===== src/rtl/clk_div_pkg.sv =====
package clk_div_pkg;
  localparam int FRAME_LEN_DEF = 24;

  function automatic int max2(int a, int b);
    return (a > b) ? a : b;
  endfunction

  function automatic int cnt_width(int n);
    return (n < 2) ? 1 : $clog2(n);
  endfunction
endpackage


===== src/rtl/clk_frame_ctrl.sv =====
module clk_frame_ctrl #(
  parameter int FRAME_LEN = clk_div_pkg::FRAME_LEN_DEF
) (
  input  logic clk_i,
  input  logic rst_ni,
  input  logic mode_133_i,
  output logic mode_o,
  output logic restart_o
);
  localparam int FW = clk_div_pkg::cnt_width(FRAME_LEN);
  localparam logic [FW-1:0] LAST = FW'(FRAME_LEN - 1);

  logic [FW-1:0] fcnt_q;
  logic          mode_q;
  logic          wrap;

  assign wrap = (fcnt_q == LAST);

  always_ff @(posedge clk_i or negedge rst_ni) begin
    if (!rst_ni) begin
      fcnt_q <= '0;
      mode_q <= 1'b1;
    end else begin
      fcnt_q <= wrap ? '0 : fcnt_q + 1'b1;
      // mode is only taken at the frame boundary
      if (wrap) mode_q <= mode_133_i;
    end
  end

  assign mode_o    = mode_q;
  assign restart_o = wrap;
endmodule


===== src/rtl/clk_div_cell.sv =====
module clk_div_cell #(
  parameter int DIV_A = 3,
  parameter int DIV_B = 4
) (
  input  logic clk_i,
  input  logic rst_ni,
  input  logic sel_a_i,
  input  logic restart_i,
  output logic clk_o
);
  localparam int MAXD = clk_div_pkg::max2(DIV_A, DIV_B);
  localparam int CW   = clk_div_pkg::cnt_width(MAXD);
  localparam logic [CW-1:0] A_LAST = CW'(DIV_A - 1);
  localparam logic [CW-1:0] B_LAST = CW'(DIV_B - 1);
  localparam logic [CW-1:0] A_HALF = CW'(DIV_A / 2);
  localparam logic [CW-1:0] B_HALF = CW'(DIV_B / 2);

  logic [CW-1:0] cnt_q, cnt_nxt, last, half;
  logic          out_q;

  generate
    if (DIV_A == DIV_B) begin : g_fixed
      assign last = A_LAST;
      assign half = A_HALF;
      logic unused_sel;
      assign unused_sel = sel_a_i;
    end else begin : g_sel
      assign last = sel_a_i ? A_LAST : B_LAST;
      assign half = sel_a_i ? A_HALF : B_HALF;
    end
  endgenerate

  always_comb begin
    if (restart_i || cnt_q == last) cnt_nxt = '0;
    else                            cnt_nxt = cnt_q + 1'b1;
  end

  always_ff @(posedge clk_i or negedge rst_ni) begin
    if (!rst_ni) begin
      cnt_q <= '0;
      out_q <= 1'b1;
    end else begin
      cnt_q <= cnt_nxt;
      out_q <= (cnt_nxt < half);
    end
  end

  assign clk_o = out_q;
endmodule


===== src/rtl/clk_div_tree.sv =====
module clk_div_tree #(
  parameter int FRAME_LEN  = 24,
  parameter int CPU_FAST   = 3,
  parameter int CPU_SLOW   = 4,
  parameter int F66_DIV    = 6,
  parameter int PCI_DIV    = 12,
  parameter int APIC_DIV   = 24,
  parameter int N_CPU      = 4,
  parameter int N_HALF     = 2,
  parameter int N_F66      = 4,
  parameter int N_PCI      = 8,
  parameter int N_APIC     = 3
) (
  input  logic              clk_i,
  input  logic              rst_ni,
  input  logic              mode_133_i,
  output logic [N_CPU-1:0]  cpu_o,
  output logic [N_HALF-1:0] cpu_half_o,
  output logic [N_F66-1:0]  fix66_o,
  output logic [N_PCI-1:0]  pci_o,
  output logic [N_APIC-1:0] apic_o
);
  localparam int NDIV = 5;
  localparam int DA [NDIV] = '{CPU_FAST, 2*CPU_FAST, F66_DIV, PCI_DIV, APIC_DIV};
  localparam int DB [NDIV] = '{CPU_SLOW, 2*CPU_SLOW, F66_DIV, PCI_DIV, APIC_DIV};

  logic            mode;
  logic            restart;
  logic [NDIV-1:0] div_clk;

  clk_frame_ctrl #(.FRAME_LEN(FRAME_LEN)) u_frame (
    .clk_i     (clk_i),
    .rst_ni    (rst_ni),
    .mode_133_i(mode_133_i),
    .mode_o    (mode),
    .restart_o (restart)
  );

  for (genvar i = 0; i < NDIV; i++) begin : g_div
    clk_div_cell #(.DIV_A(DA[i]), .DIV_B(DB[i])) u_cell (
      .clk_i    (clk_i),
      .rst_ni   (rst_ni),
      .sel_a_i  (mode),
      .restart_i(restart),
      .clk_o    (div_clk[i])
    );
  end

  assign cpu_o      = {N_CPU{div_clk[0]}};
  assign cpu_half_o = {N_HALF{div_clk[1]}};
  assign fix66_o    = {N_F66{div_clk[2]}};
  assign pci_o      = {N_PCI{div_clk[3]}};
  assign apic_o     = {N_APIC{div_clk[4]}};
endmodule


===== config.mk =====
export PLATFORM = sky130hd
export DESIGN_NAME = clk_div_tree
export DESIGN_NICKNAME = d
export VERILOG_FILES = /design/src/rtl/clk_div_pkg.sv /design/src/rtl/clk_frame_ctrl.sv /design/src/rtl/clk_div_cell.sv /design/src/rtl/clk_div_tree.sv
export SDC_FILE = /design/constraint.sdc
export NUM_CORES = 1
export LEC_CHECK = 0
export CORE_MARGIN = 2
export CORE_UTILIZATION = 30
export CTS_CLUSTER_SIZE = 8
export DETAILED_ROUTE_END_ITERATION = 8
export PLACE_DENSITY = 0.58
export SYNTH_ARGS = -nofsm -noshare
export SYNTH_HDL_FRONTEND = slang
export SYNTH_SLANG_ARGS = --single-unit

===== constraint.sdc =====
create_clock -name clk_i -period 1.7 [get_ports clk_i]
set_input_delay 0.34 -clock clk_i [delete_from_list [all_inputs] [get_ports clk_i]]
set_output_delay 0.34 -clock clk_i [all_outputs]
set_load 0.05 [all_outputs]

==> results by group, run 1 <==
Status
  • Outcome: finished clean

Cells and area
  • Synthesis-to-finish area growth: 35.0%
  • Fillers: 474
  • Most frequent cells in the layout: dfrtp_1 (22), buf_12 (21), nor2_1 (13), buf_4 (12), nand2_1 (10)
  • Fraction of final layout cells sized beyond drive strength 1: 0.333
  • Final antenna diode count: 0
  • Final net count: about 170
  • Most common cell after layout, fill and taps aside: dfrtp_1

CTS
  • Clock latency on the worst-skew pair: around 270 ps
  • Master cell of the clock root buffer: clkbuf_8
  • Sinks on the clock net: 28
  • Clock transition time at the flip-flop clock pins of the worst setup and hold paths: approximately 100 ps
  • Number of buffers added by the clock tree synthesis step: 3
  • Clock tree from TritonCTS: done
  • Maximum level of the CTS H-tree: 1
  • Maximum clock insertion buffer count: 2

STA
  • Number of hold violations in the final report: 0
  • Final critical path time including I/O delays and setup: approximately 1700 ps
  • Part of the cycle the worst path needs: 0.978
  • Final max-slew violation count: 0
  • Worst slew slack as a fraction of its limit: 0.739
  • FMAX: 601 MHz
  • Final setup violating endpoints: 0
  • Pin slew with the least headroom to its limit: between 300 and 400 ps
  • Final worst clock skew: roughly 8.0 ps
  • Final sum of negative setup slack: 0 ps
  • Worst Hold Slack: between 400 and 500 ps

Place
  • Final RePlAce weighted congestion: around 0.72
  • Detailed-placement wirelength estimate: about 1.8 mm
  • Number of I/O port buffers: 23

Power and ir drop
  • Power Dens Cells: 567 nW/um2
  • Worst IR Drop VDD: around 0.26 mV
  • P_leak: 0.913 nW

Floorplanning
  • Total die area: 5560 um2
  • Placement row count: 25
  • Core outline area: about 4800 um2
  • I/O pins: 24
  • Horizontal die dimension: 74.5 um
  • Die height: about 75 um
  • Starting utilization of the core area: 0.314

Global routing
  • Global route overflow: 0
  • Global-route wire length before repair: roughly 4.2 mm
  • Vias in the first global route: just under 1000
  • Overall fraction of global-route tracks in use: 0.0971
  • Maximum number of pins on one net before global-route repair: 29
  • Antenna violations before repair: 0

Synth
  • Mapped Area: about 1500 um2
  • Main area contributors after synthesis: dfrtp_1 (37%), dfstp_2 (11%), buf_4 (11%)
  • Post-Syn Area per Cell: roughly 11 um2
  • Synth Register Bits: 28
  • Cell taking the most area after synthesis: dfrtp_1
  • Top flip-flop cell by instance count after synthesis: dfrtp_1
  • Yosys warnings: 0
  • Synthesized instance count: between 100 and 150
  • Count of flip-flops with a built-in enable after synthesis: 0
  • Syn nets: approximately 150
  • Async set-or-reset flop fraction in the synthesized netlist: 1.00
  • Share of the yosys chip area belonging to registers: 0.474
  • Share of Yosys cell area claimed by the top area cell type: 0.369
  • Count of cell types in the netlist: 35

Drt
  • DRC: 0
  • Vias per std cell: 4.49
  • Final wirelength: ~2.5 mm
  • Post-detailed-route wirelength per cell: approximately 11 um
  • Via count: between 1000 and 1500
  • Detailed Routing Iterations Pass 1: 4
  • DRC violation total after the first TritonRoute iteration: 46
  • Residual antenna-violating net count after detailed routing: 0

Worst setup path
  • Capturing element type of the critical path: flop
  • Largest fanout of any net on the critical path: 2
  • Required time reported for the critical path endpoint: between 1500 and 2000 ps
  • R2R setup slack: around 37 ps
  • Startpoint type of the worst setup path: flop
  • Critical path type: reg -> reg
  • WP data arrival: around 1900 ps

Hold path
  • Min-delay worst type: in -> async

Job
  • Total of max-cap violations: 0
power breakdown:
group	internal (mW)	switching [mW]
registers	0.673	0.00707
clock network	0.168	0.199
logic	0.0436	0.0522
cell type report:
class,count,area (um2),area share
Tap cell,67,83.8,0.0416
Timing Repair Buffer,35,531,0.263
Clock buffer,4,45.0,0.0223
Multi-Input combinational cell,86,637,0.316
Sequential cell,28,708,0.351
Inverter,3,11.3,0.00559
per-layer routing:
layer	vias up	share of wire	global-route usage
met5	-	0	0
met4	0	0.015	0.0298
met3	4	0.025	0.0203
met2	18	0.55	0.194
met1	489	0.41	0.0995
li1	491	-	-
state kept, by name, indices dropped and copies added, names as in the netlist:
signal,count
g_div.u_cell.clk_o,5
g_div.u_cell.cnt_q,17
u_frame.fcnt_q,5
u_frame.mode_o,1
logic make-up (layout without fill, tap and decap cells):
family,Yosys count,count (layout),share of synthesized area
xor+xnor,4,4,0.0235
fa+ha+maj,9,9,0.0754
simple gates,46,46,0.168
compound gates,25,25,0.117
buf+inv,26,42,0.128
mux,2,2,0.0134
flops,28,28,0.474
cell usage after synthesis (all sizes together), types with 2 or more instances:
| cell type | number |
|---|---|
| buf | 23 |
| dfrtp | 22 |
| nor2 | 13 |
| nand2 | 10 |
| ha | 9 |
| dfstp | 6 |
| a21oi | 5 |
| nor3b | 5 |
| o21ai | 5 |
| nand2b | 4 |
| o21a | 4 |
| a31oi | 3 |
| inv | 3 |
| xor2 | 3 |
| a211oi | 2 |
| a21o | 2 |
| and2 | 2 |
| and4b | 2 |
| mux2i | 2 |
| nand3 | 2 |
| nor2b | 2 |
| o31ai | 2 |
repair_timing:
item,4_1_cts,5_1_grt
pin swaps,1,4
hold buffers,0,0
setup buffers,3,4
resized for setup,0,7
endpoints found under the setup margin,1,1
worst max-delay path: stages (launching register included):
cell     delay [ps]
dfstp_2         570
xor2_2          190
a21oi_2          70
o21a_1          230
ha_4            220
a21o_1          160
a31oi_1         140
final timing paths:
check | startpoint | endpoint | cells after the start
worst max register to register | u_frame.mode_o | g_div[1].u_cell.clk_o | 6
worst min-delay path | rst_ni | g_div[0].u_cell.cnt_q[0] | 2
worst max-delay path | u_frame.mode_o | g_div[1].u_cell.clk_o | 6
min in group clk_i | g_div[3].u_cell.cnt_q[0] | g_div[3].u_cell.cnt_q[0] | 1
max in group asynchronous | rst_ni | g_div[2].u_cell.clk_o | 2
worst min register to register | g_div[3].u_cell.cnt_q[0] | g_div[3].u_cell.cnt_q[0] | 1
per-stage QoR:
stage	cells	setup WS, ps	util	area [um2]	power [mW]
6_report	223	36.8	0.424	2020	1.14
5_1_grt	223	-11.6	0.424	2020	1.19
4_1_cts	219	17.0	0.408	1940	1.15
3_5_place_dp	212	-0.863	0.394	1870	0.784
3_3_place_gp	212	66.6	0.394	1870	0.782
2_1_floorplan	140	24.0	-	1490	0.736
Power figures use the tool's default switching activity.
==> run 2, diff against run 1 <==
--- a/config.mk
+++ b/config.mk
@@ -6,10 +6,10 @@
 export NUM_CORES = 1
 export LEC_CHECK = 0
 export CORE_MARGIN = 2
-export CORE_UTILIZATION = 30
+export CORE_UTILIZATION = 47
 export CTS_CLUSTER_SIZE = 8
 export DETAILED_ROUTE_END_ITERATION = 8
-export PLACE_DENSITY = 0.58
+export PLACE_DENSITY = 0.8
 export SYNTH_ARGS = -nofsm -noshare
 export SYNTH_HDL_FRONTEND = slang
 export SYNTH_SLANG_ARGS = --single-unit
==> results by group, run 2 (same netlist as run 1, synthesis figures left out) <==
STA
  • Worst slew slack as a fraction of its limit: 0.762 (was 0.739)
  • Final max-slew violation count: 0 (unchanged)
  • Final worst clock skew: 14.2 ps (was 7.97 ps)
  • Final sum of negative setup slack: 0 ps (unchanged)
  • Number of hold violations in the final report: 0 (unchanged)
  • Part of the cycle the worst path needs: 0.971 (was 0.978)
  • Final critical path time including I/O delays and setup: 1650 ps (was 1660 ps)
  • FMAX: 606 MHz (was 601 MHz)
  • Setup repair after global routing missed its margin: yes
  • Pin slew with the least headroom to its limit: 357 ps (was 393 ps)
  • Final setup violating endpoints: 0 (unchanged)
  • Worst Hold Slack: 362 ps (was 436 ps)

Place
  • Number of I/O port buffers: 23 (unchanged)
  • Detailed-placement wirelength estimate: 2.01 mm (was 1.81 mm)
  • Cells after DPL: 189 (was 212)
  • Final RePlAce weighted congestion: 0.722 (was 0.721)
  • Instance area at placement: 1860 um2 (was 1870 um2)

Drt
  • Post-detailed-route wirelength per cell: 13.8 um (was 11.3 um)
  • Residual antenna-violating net count after detailed routing: 0 (unchanged)
  • DRC: 0 (unchanged)
  • Final wirelength: 2.70 mm (was 2.51 mm)
  • Detailed Routing Iterations Pass 1: 5 (was 4)
  • Via count: 1026 (was 1002)
  • Vias per std cell: 5.23 (was 4.49)
  • DRC violation total after the first TritonRoute iteration: 18 (was 46)

CTS
  • Master cell of the clock root buffer: clkbuf_4 (was clkbuf_8)
  • Maximum level of the CTS H-tree: 1 (unchanged)
  • Maximum clock insertion buffer count: 2 (unchanged)
  • Clock latency on the worst-skew pair: 330 ps (was 270 ps)
  • Clock tree from TritonCTS: done (unchanged)
  • Clock transition time at the flip-flop clock pins of the worst setup and hold paths: 160 ps (was 100 ps)
  • Number of buffers added by the clock tree synthesis step: 3 (unchanged)
  • Sinks on the clock net: 28 (unchanged)

Floorplanning
  • Horizontal die dimension: 60.4 um (was 74.5 um)
  • Die height: 60.4 um (was 74.5 um)
  • Core outline area: 3030 um2 (was 4750 um2)
  • Starting utilization of the core area: 0.493 (was 0.314)
  • Placement row count: 20 (was 25)
  • Total die area: 3640 um2 (was 5560 um2)
  • I/O pins: 24 (unchanged)

Hold path
  • Min-delay worst type: in -> async (unchanged)

Cells and area
  • Fin area: 1960 um2 (was 2020 um2)
  • Synthesis-to-finish area growth: 31.4% (was 35.0%)
  • Most flop-heavy register: g_div.u_cell.cnt_q (unchanged)
  • Final instance count without filler cells: 196 (was 223)
  • Number of flip-flops under the largest register name: 17 (unchanged)
  • Final antenna diode count: 0 (unchanged)
  • Fraction of final layout cells sized beyond drive strength 1: 0.309 (was 0.333)
  • Most frequent cells in the layout: dfrtp_1 (22), buf_12 (22), nor2_1 (13), nand2_1 (10), buf_4 (7) (was dfrtp_1 (22), buf_12 (21), nor2_1 (13), buf_4 (12), nand2_1 (10))
  • Final net count: 165 (was 169)

Worst setup path
  • Library cell appearing most often on the critical path: a31oi_1
  • Capturing element type of the critical path: flop (unchanged)
  • Slowest CP cell: dfrtp_1 (was dfstp_2)
  • Crit path cell chain: ha_2 -> nand4b_1 -> nand2_1 -> a31oi_1 -> ha_1 -> a31oi_1 (was xor2_2 -> a21oi_2 -> o21a_1 -> ha_4 -> a21o_1 -> a31oi_1)
  • Startpoint type of the worst setup path: flop (unchanged)
  • Cell type group with the largest total delay on the critical path: adder cells (was compound AO/OA/AOI/OAI gates)
  • R2R setup slack: 50 ps (was 40 ps)
  • Critical path type: reg -> reg (unchanged)
  • End of the worst register-to-register path: g_div[1].u_cell.clk_o (unchanged)
  • Crit path largest cell delay: 440 ps (was 570 ps)
  • Required time reported for the critical path endpoint: 1970 ps (was 1900 ps)
  • Worst Reg-to-Reg Cells: 6 (unchanged)
  • WP data arrival: 1920 ps (was 1870 ps)
  • Buf/Inv on CP: 0 (unchanged)
  • Reg-to-reg startpoint: u_frame.fcnt_q[0] (was u_frame.mode_o)
  • Largest fanout of any net on the critical path: 4 (was 2)

Power and ir drop
  • Worst IR Drop VDD: 0.396 mV (was 0.258 mV)
  • P_leak: 0.900 nW (was 0.913 nW)
  • Share of power burned in the clock network: 0.359 (was 0.321)
  • Total power: 1.21 mW (was 1.14 mW)
  • Internal power: 0.955 mW (was 0.884 mW)
  • Switch Pwr: 0.255 mW (was 0.258 mW)
  • Switching Fraction: 0.211 (was 0.226)
  • Power share of the combinational group: 0.079 (was 0.084)
  • Reg power frac: 0.563 (was 0.595)
  • Power Dens Cells: 617 nW/um2 (was 567 nW/um2)

Status
  • Outcome: finished clean (unchanged)

Global routing
  • Antenna violations before repair: 0 (unchanged)
  • Overall fraction of global-route tracks in use: 0.167 (was 0.0971)
  • Global route overflow: 0 (unchanged)
  • Global-route wire length before repair: 4.49 mm (was 4.16 mm)
  • Vias in the first global route: 1064 (was 975)
  • Maximum number of pins on one net before global-route repair: 29 (unchanged)

Job
  • Total of max-cap violations: 0 (unchanged)
[run 2: changes by cell type in the layout (fill, tap and decap cells not counted), sizes merged]
cell / previous run / this run
bufinv: 0 / 1
buf: 33 / 29
clkbuf: 4 / 3
[run 2: final cells by class]
type	instances	area [um2]
Inverter	3	11.3
Fill cell	222	1070
Sequential cell	28	712
Clock buffer	3	22.5
Timing Repair Buffer	31	513
Tap cell	44	55.1
Multi-Input combinational cell	86	618
Clock inverter	1	30.0
[run 2: worst max-delay path by stage]
stage / endpoint / startpoint / depth (start not counted) / slack, ps
6_report: g_div[1].u_cell.clk_o / u_frame.fcnt_q[0] / 6 / 50
5_1_grt: g_div[1].u_cell.clk_o / u_frame.fcnt_q[0] / 7 / -20
3_3_place_gp: g_div[1].u_cell.clk_o / u_frame.mode_o / 6 / 80
4_1_cts: g_div[1].u_cell.clk_o / u_frame.mode_o / 6 / 10
3_5_place_dp: g_div[1].u_cell.clk_o / u_frame.mode_o / 6 / -40
2_1_floorplan: g_div[1].u_cell.clk_o / u_frame.mode_o / 6 / 20
[run 2: power groups by stage]
stage	combinational (mW)	clock, mW	sequential [mW]
after floorplan	0.0470	0	0.689
final	0.0954	0.434	0.681
after global routing	0.101	0.467	0.682
after CTS	0.0943	0.444	0.681
after detailed placement	0.0921	0	0.692
after global placement	0.0896	0	0.692
[run 2: what timing repair did]
action	in CTS	in global routing
gates resized for setup	1	4
hold buffers	0	0
pin swaps	4	3
setup buffers	2	1
setup endpoints to repair	1	9
endpoints found under the hold margin	0	0
[run 2: metrics by stage]
step	util	worst slack, ps
after floorplan	-	24.0
after global placement	0.614	77.7
after detailed placement	0.614	-40.9
after CTS	0.638	12.6
after global routing	0.648	-16.8
final	0.648	49.2
[run 2: layer usage]
layer,wire length [um],part of all wire,GRT usage,up-vias
met4,53,0.020,0.0857,0
met2,1550,0.57,0.329,22
li1,-,-,-,486
met3,54,0.020,0.0128,4
met5,0,0,0,-
met1,1040,0.39,0.174,514
==> run 3, diff against run 2 <==
--- a/config.mk
+++ b/config.mk
@@ -9,7 +9,7 @@
 export CORE_UTILIZATION = 47
 export CTS_CLUSTER_SIZE = 8
 export DETAILED_ROUTE_END_ITERATION = 8
-export PLACE_DENSITY = 0.8
+export PLACE_DENSITY = 0.74
 export SYNTH_ARGS = -nofsm -noshare
 export SYNTH_HDL_FRONTEND = slang
 export SYNTH_SLANG_ARGS = --single-unit
==> results by group, run 3 (same netlist as run 1, synthesis figures left out) <==
Worst setup path
  • Capturing element type of the critical path: flop (unchanged)
  • First element of the critical path: u_frame.mode_o (was u_frame.fcnt_q[0])
  • Required time reported for the critical path endpoint: 1970 ps (about the same)
  • WP data arrival: 1930 ps (was 1920 ps)
  • Crit path largest cell delay: 590 ps (was 440 ps)
  • Slowest CP cell: dfstp_2 (was dfrtp_1)
  • Critical path type: reg -> reg (unchanged)
  • Crit path cell chain: xor2_2 -> a21oi_2 -> o21a_1 -> ha_4 -> a21o_1 -> a31oi_1 (was ha_2 -> nand4b_1 -> nand2_1 -> a31oi_1 -> ha_1 -> a31oi_1)
  • Largest fanout of any net on the critical path: 2 (was 4)
  • Startpoint type of the worst setup path: flop (unchanged)
  • Reg-to-reg startpoint: u_frame.mode_o (was u_frame.fcnt_q[0])

Job
  • Total of max-cap violations: 0 (unchanged)

Drt
  • Via count: 987 (was 1026)
  • DRC violation total after the first TritonRoute iteration: 18 (unchanged)
  • DRC: 0 (unchanged)
  • Detailed Routing Iterations Pass 1: 4 (was 5)
  • Final wirelength: 2.51 mm (was 2.70 mm)
  • Residual antenna-violating net count after detailed routing: 0 (unchanged)
  • Post-detailed-route wirelength per cell: 12.8 um (was 13.8 um)
  • Vias per std cell: 5.01 (was 5.23)

Floorplanning
  • Horizontal die dimension: 60.4 um (unchanged)
  • Die height: 60.4 um (unchanged)
  • Starting utilization of the core area: 0.493 (unchanged)
  • I/O pins: 24 (unchanged)
  • Placement row count: 20 (unchanged)
  • Total die area: 3640 um2 (unchanged)
  • Core outline area: 3030 um2 (unchanged)

Cells and area
  • Most flop-heavy register: g_div.u_cell.cnt_q (unchanged)
  • Number of flip-flops under the largest register name: 17 (unchanged)
  • Most frequent cells in the layout: dfrtp_1 (22), buf_12 (22), nor2_1 (13), nand2_1 (10) (was dfrtp_1 (22), buf_12 (22), nor2_1 (13), nand2_1 (10), buf_4 (7))
  • Final instance count without filler cells: 197 (was 196)
  • Final antenna diode count: 0 (unchanged)
  • Fraction of final layout cells sized beyond drive strength 1: 0.320 (was 0.309)
  • Final net count: 166 (was 165)
  • Fin area: 1980 um2 (was 1960 um2)
  • Synthesis-to-finish area growth: 32.8% (was 31.4%)
  • Utilization after layout: 0.655 (was 0.648)
  • Fillers: 232 (was 222)

Global routing
  • Antenna violations before repair: 0 (unchanged)
  • Overall fraction of global-route tracks in use: 0.157 (was 0.167)
  • Vias in the first global route: 1005 (was 1064)
  • Global-route met2 utilization: 0.293 (was 0.329)
  • Maximum number of pins on one net before global-route repair: 29 (unchanged)
  • GR Util met1: 0.181 (was 0.174)
  • Global-route wire length before repair: 4.31 mm (was 4.49 mm)
  • Top Usage Layer GRT: met2 (unchanged)
  • Fraction of met3 tracks used by global routing: 0.0192 (was 0.0128)
  • Global route overflow: 0 (unchanged)

CTS
  • Post-CTS Hold Buffers: 0 (unchanged)
  • Maximum level of the CTS H-tree: 1 (unchanged)
  • Sinks on the clock net: 28 (unchanged)
  • Maximum clock insertion buffer count: 2 (unchanged)
  • Master cell of the clock root buffer: clkbuf_4 (unchanged)
  • Clock tree from TritonCTS: done (unchanged)
  • Number of buffers added by the clock tree synthesis step: 3 (unchanged)
  • Clock latency on the worst-skew pair: 330 ps (about the same)
  • Clock transition time at the flip-flop clock pins of the worst setup and hold paths: 160 ps (about the same)

Power and ir drop
  • Power Dens Cells: 611 nW/um2 (was 617 nW/um2)
  • Worst IR Drop VDD: 0.397 mV (was 0.396 mV)
  • P_leak: 0.907 nW (was 0.900 nW)
  • Total power: 1.21 mW (about the same)

STA
  • Part of the cycle the worst path needs: 0.973 (was 0.971)
  • Worst slew slack as a fraction of its limit: 0.770 (was 0.762)
  • Final worst clock skew: 16.3 ps (was 14.2 ps)
  • FMAX: 604 MHz (was 606 MHz)
  • Setup repair after global routing missed its margin: yes (unchanged)
  • Number of hold violations in the final report: 0 (unchanged)
  • Final setup violating endpoints: 0 (unchanged)
  • Final critical path time including I/O delays and setup: 1650 ps (about the same)
  • Pin slew with the least headroom to its limit: 346 ps (was 357 ps)
  • Final max-slew violation count: 0 (unchanged)
  • Final sum of negative setup slack: 0 ps (unchanged)

Place
  • Instance area at placement: 1860 um2 (unchanged)
  • Detailed-placement wirelength estimate: 1.80 mm (was 2.01 mm)
  • Cells after DPL: 189 (unchanged)
  • Number of I/O port buffers: 23 (unchanged)
  • Final RePlAce weighted congestion: 0.742 (was 0.722)

Hold path
  • Min-delay worst type: in -> async (unchanged)

Status
  • Outcome: finished clean (unchanged)
## run 3: cell types whose count changed in the layout (fill, tap and decap cells not counted), sizes merged
cell / previous run / this run
buf: 29 / 30
## run 3: critical path: cells and delay by family (launching register included)
kind,cells,cell delay (ps)
xor gates and xnor gates,1,190
adders and majority gates,1,230
AOI/OAI and AO/OA,4,600
DFF,1,590
## run 3: layout make-up
type	count	area [um2]	area share
clock buffers	3	22.5	0.0114
well taps	44	55.1	0.0278
clock inverters	1	30.0	0.0152
inverters	3	11.3	0.00568
repair buffers	32	520	0.263
multi-input cells	86	631	0.318
flip-flops and latches	28	712	0.359
## run 3: report_power, final
part	leakage, nW	switching (mW)	internal (mW)
registers	0.346	0.00692	0.674
clock network	0.0279	0.199	0.238
logic	0.533	0.0510	0.0423
## run 3: worst paths after layout
path                            depth (start not counted)  slack (ps)                  endpoint
worst max-delay path                                    6          50     g_div[1].u_cell.clk_o
worst min-delay path                                    2         350  g_div[4].u_cell.cnt_q[0]
worst max register to register                          6          50     g_div[1].u_cell.clk_o
worst min register to register                          1         500  g_div[3].u_cell.cnt_q[0]
max in group asynchronous                               2        1030     g_div[3].u_cell.clk_o
min in group clk_i                                      1         500  g_div[3].u_cell.cnt_q[0]
## run 3: metal layers
metal | vias to the layer above | wire length [um]
met3 | 2 | 51
met2 | 14 | 1420
met4 | 0 | 13
li1 | 484 | -
met5 | - | 0
met1 | 487 | 1020
## run 3: what timing repair did
action	in CTS	in global routing
endpoints found under the setup margin	1	9
setup buffers	1	3
pin swaps	0	4
gates resized for setup	1	5
## run 3: through the flow
stage / hold WS, ps / setup slack, ps
2_1_floorplan: 44.4 / 24.0
3_3_place_gp: 443 / 79.2
3_5_place_dp: 461 / 6.32
4_1_cts: 361 / 7.23
5_1_grt: 379 / -64.2
6_report: 354 / 45.7
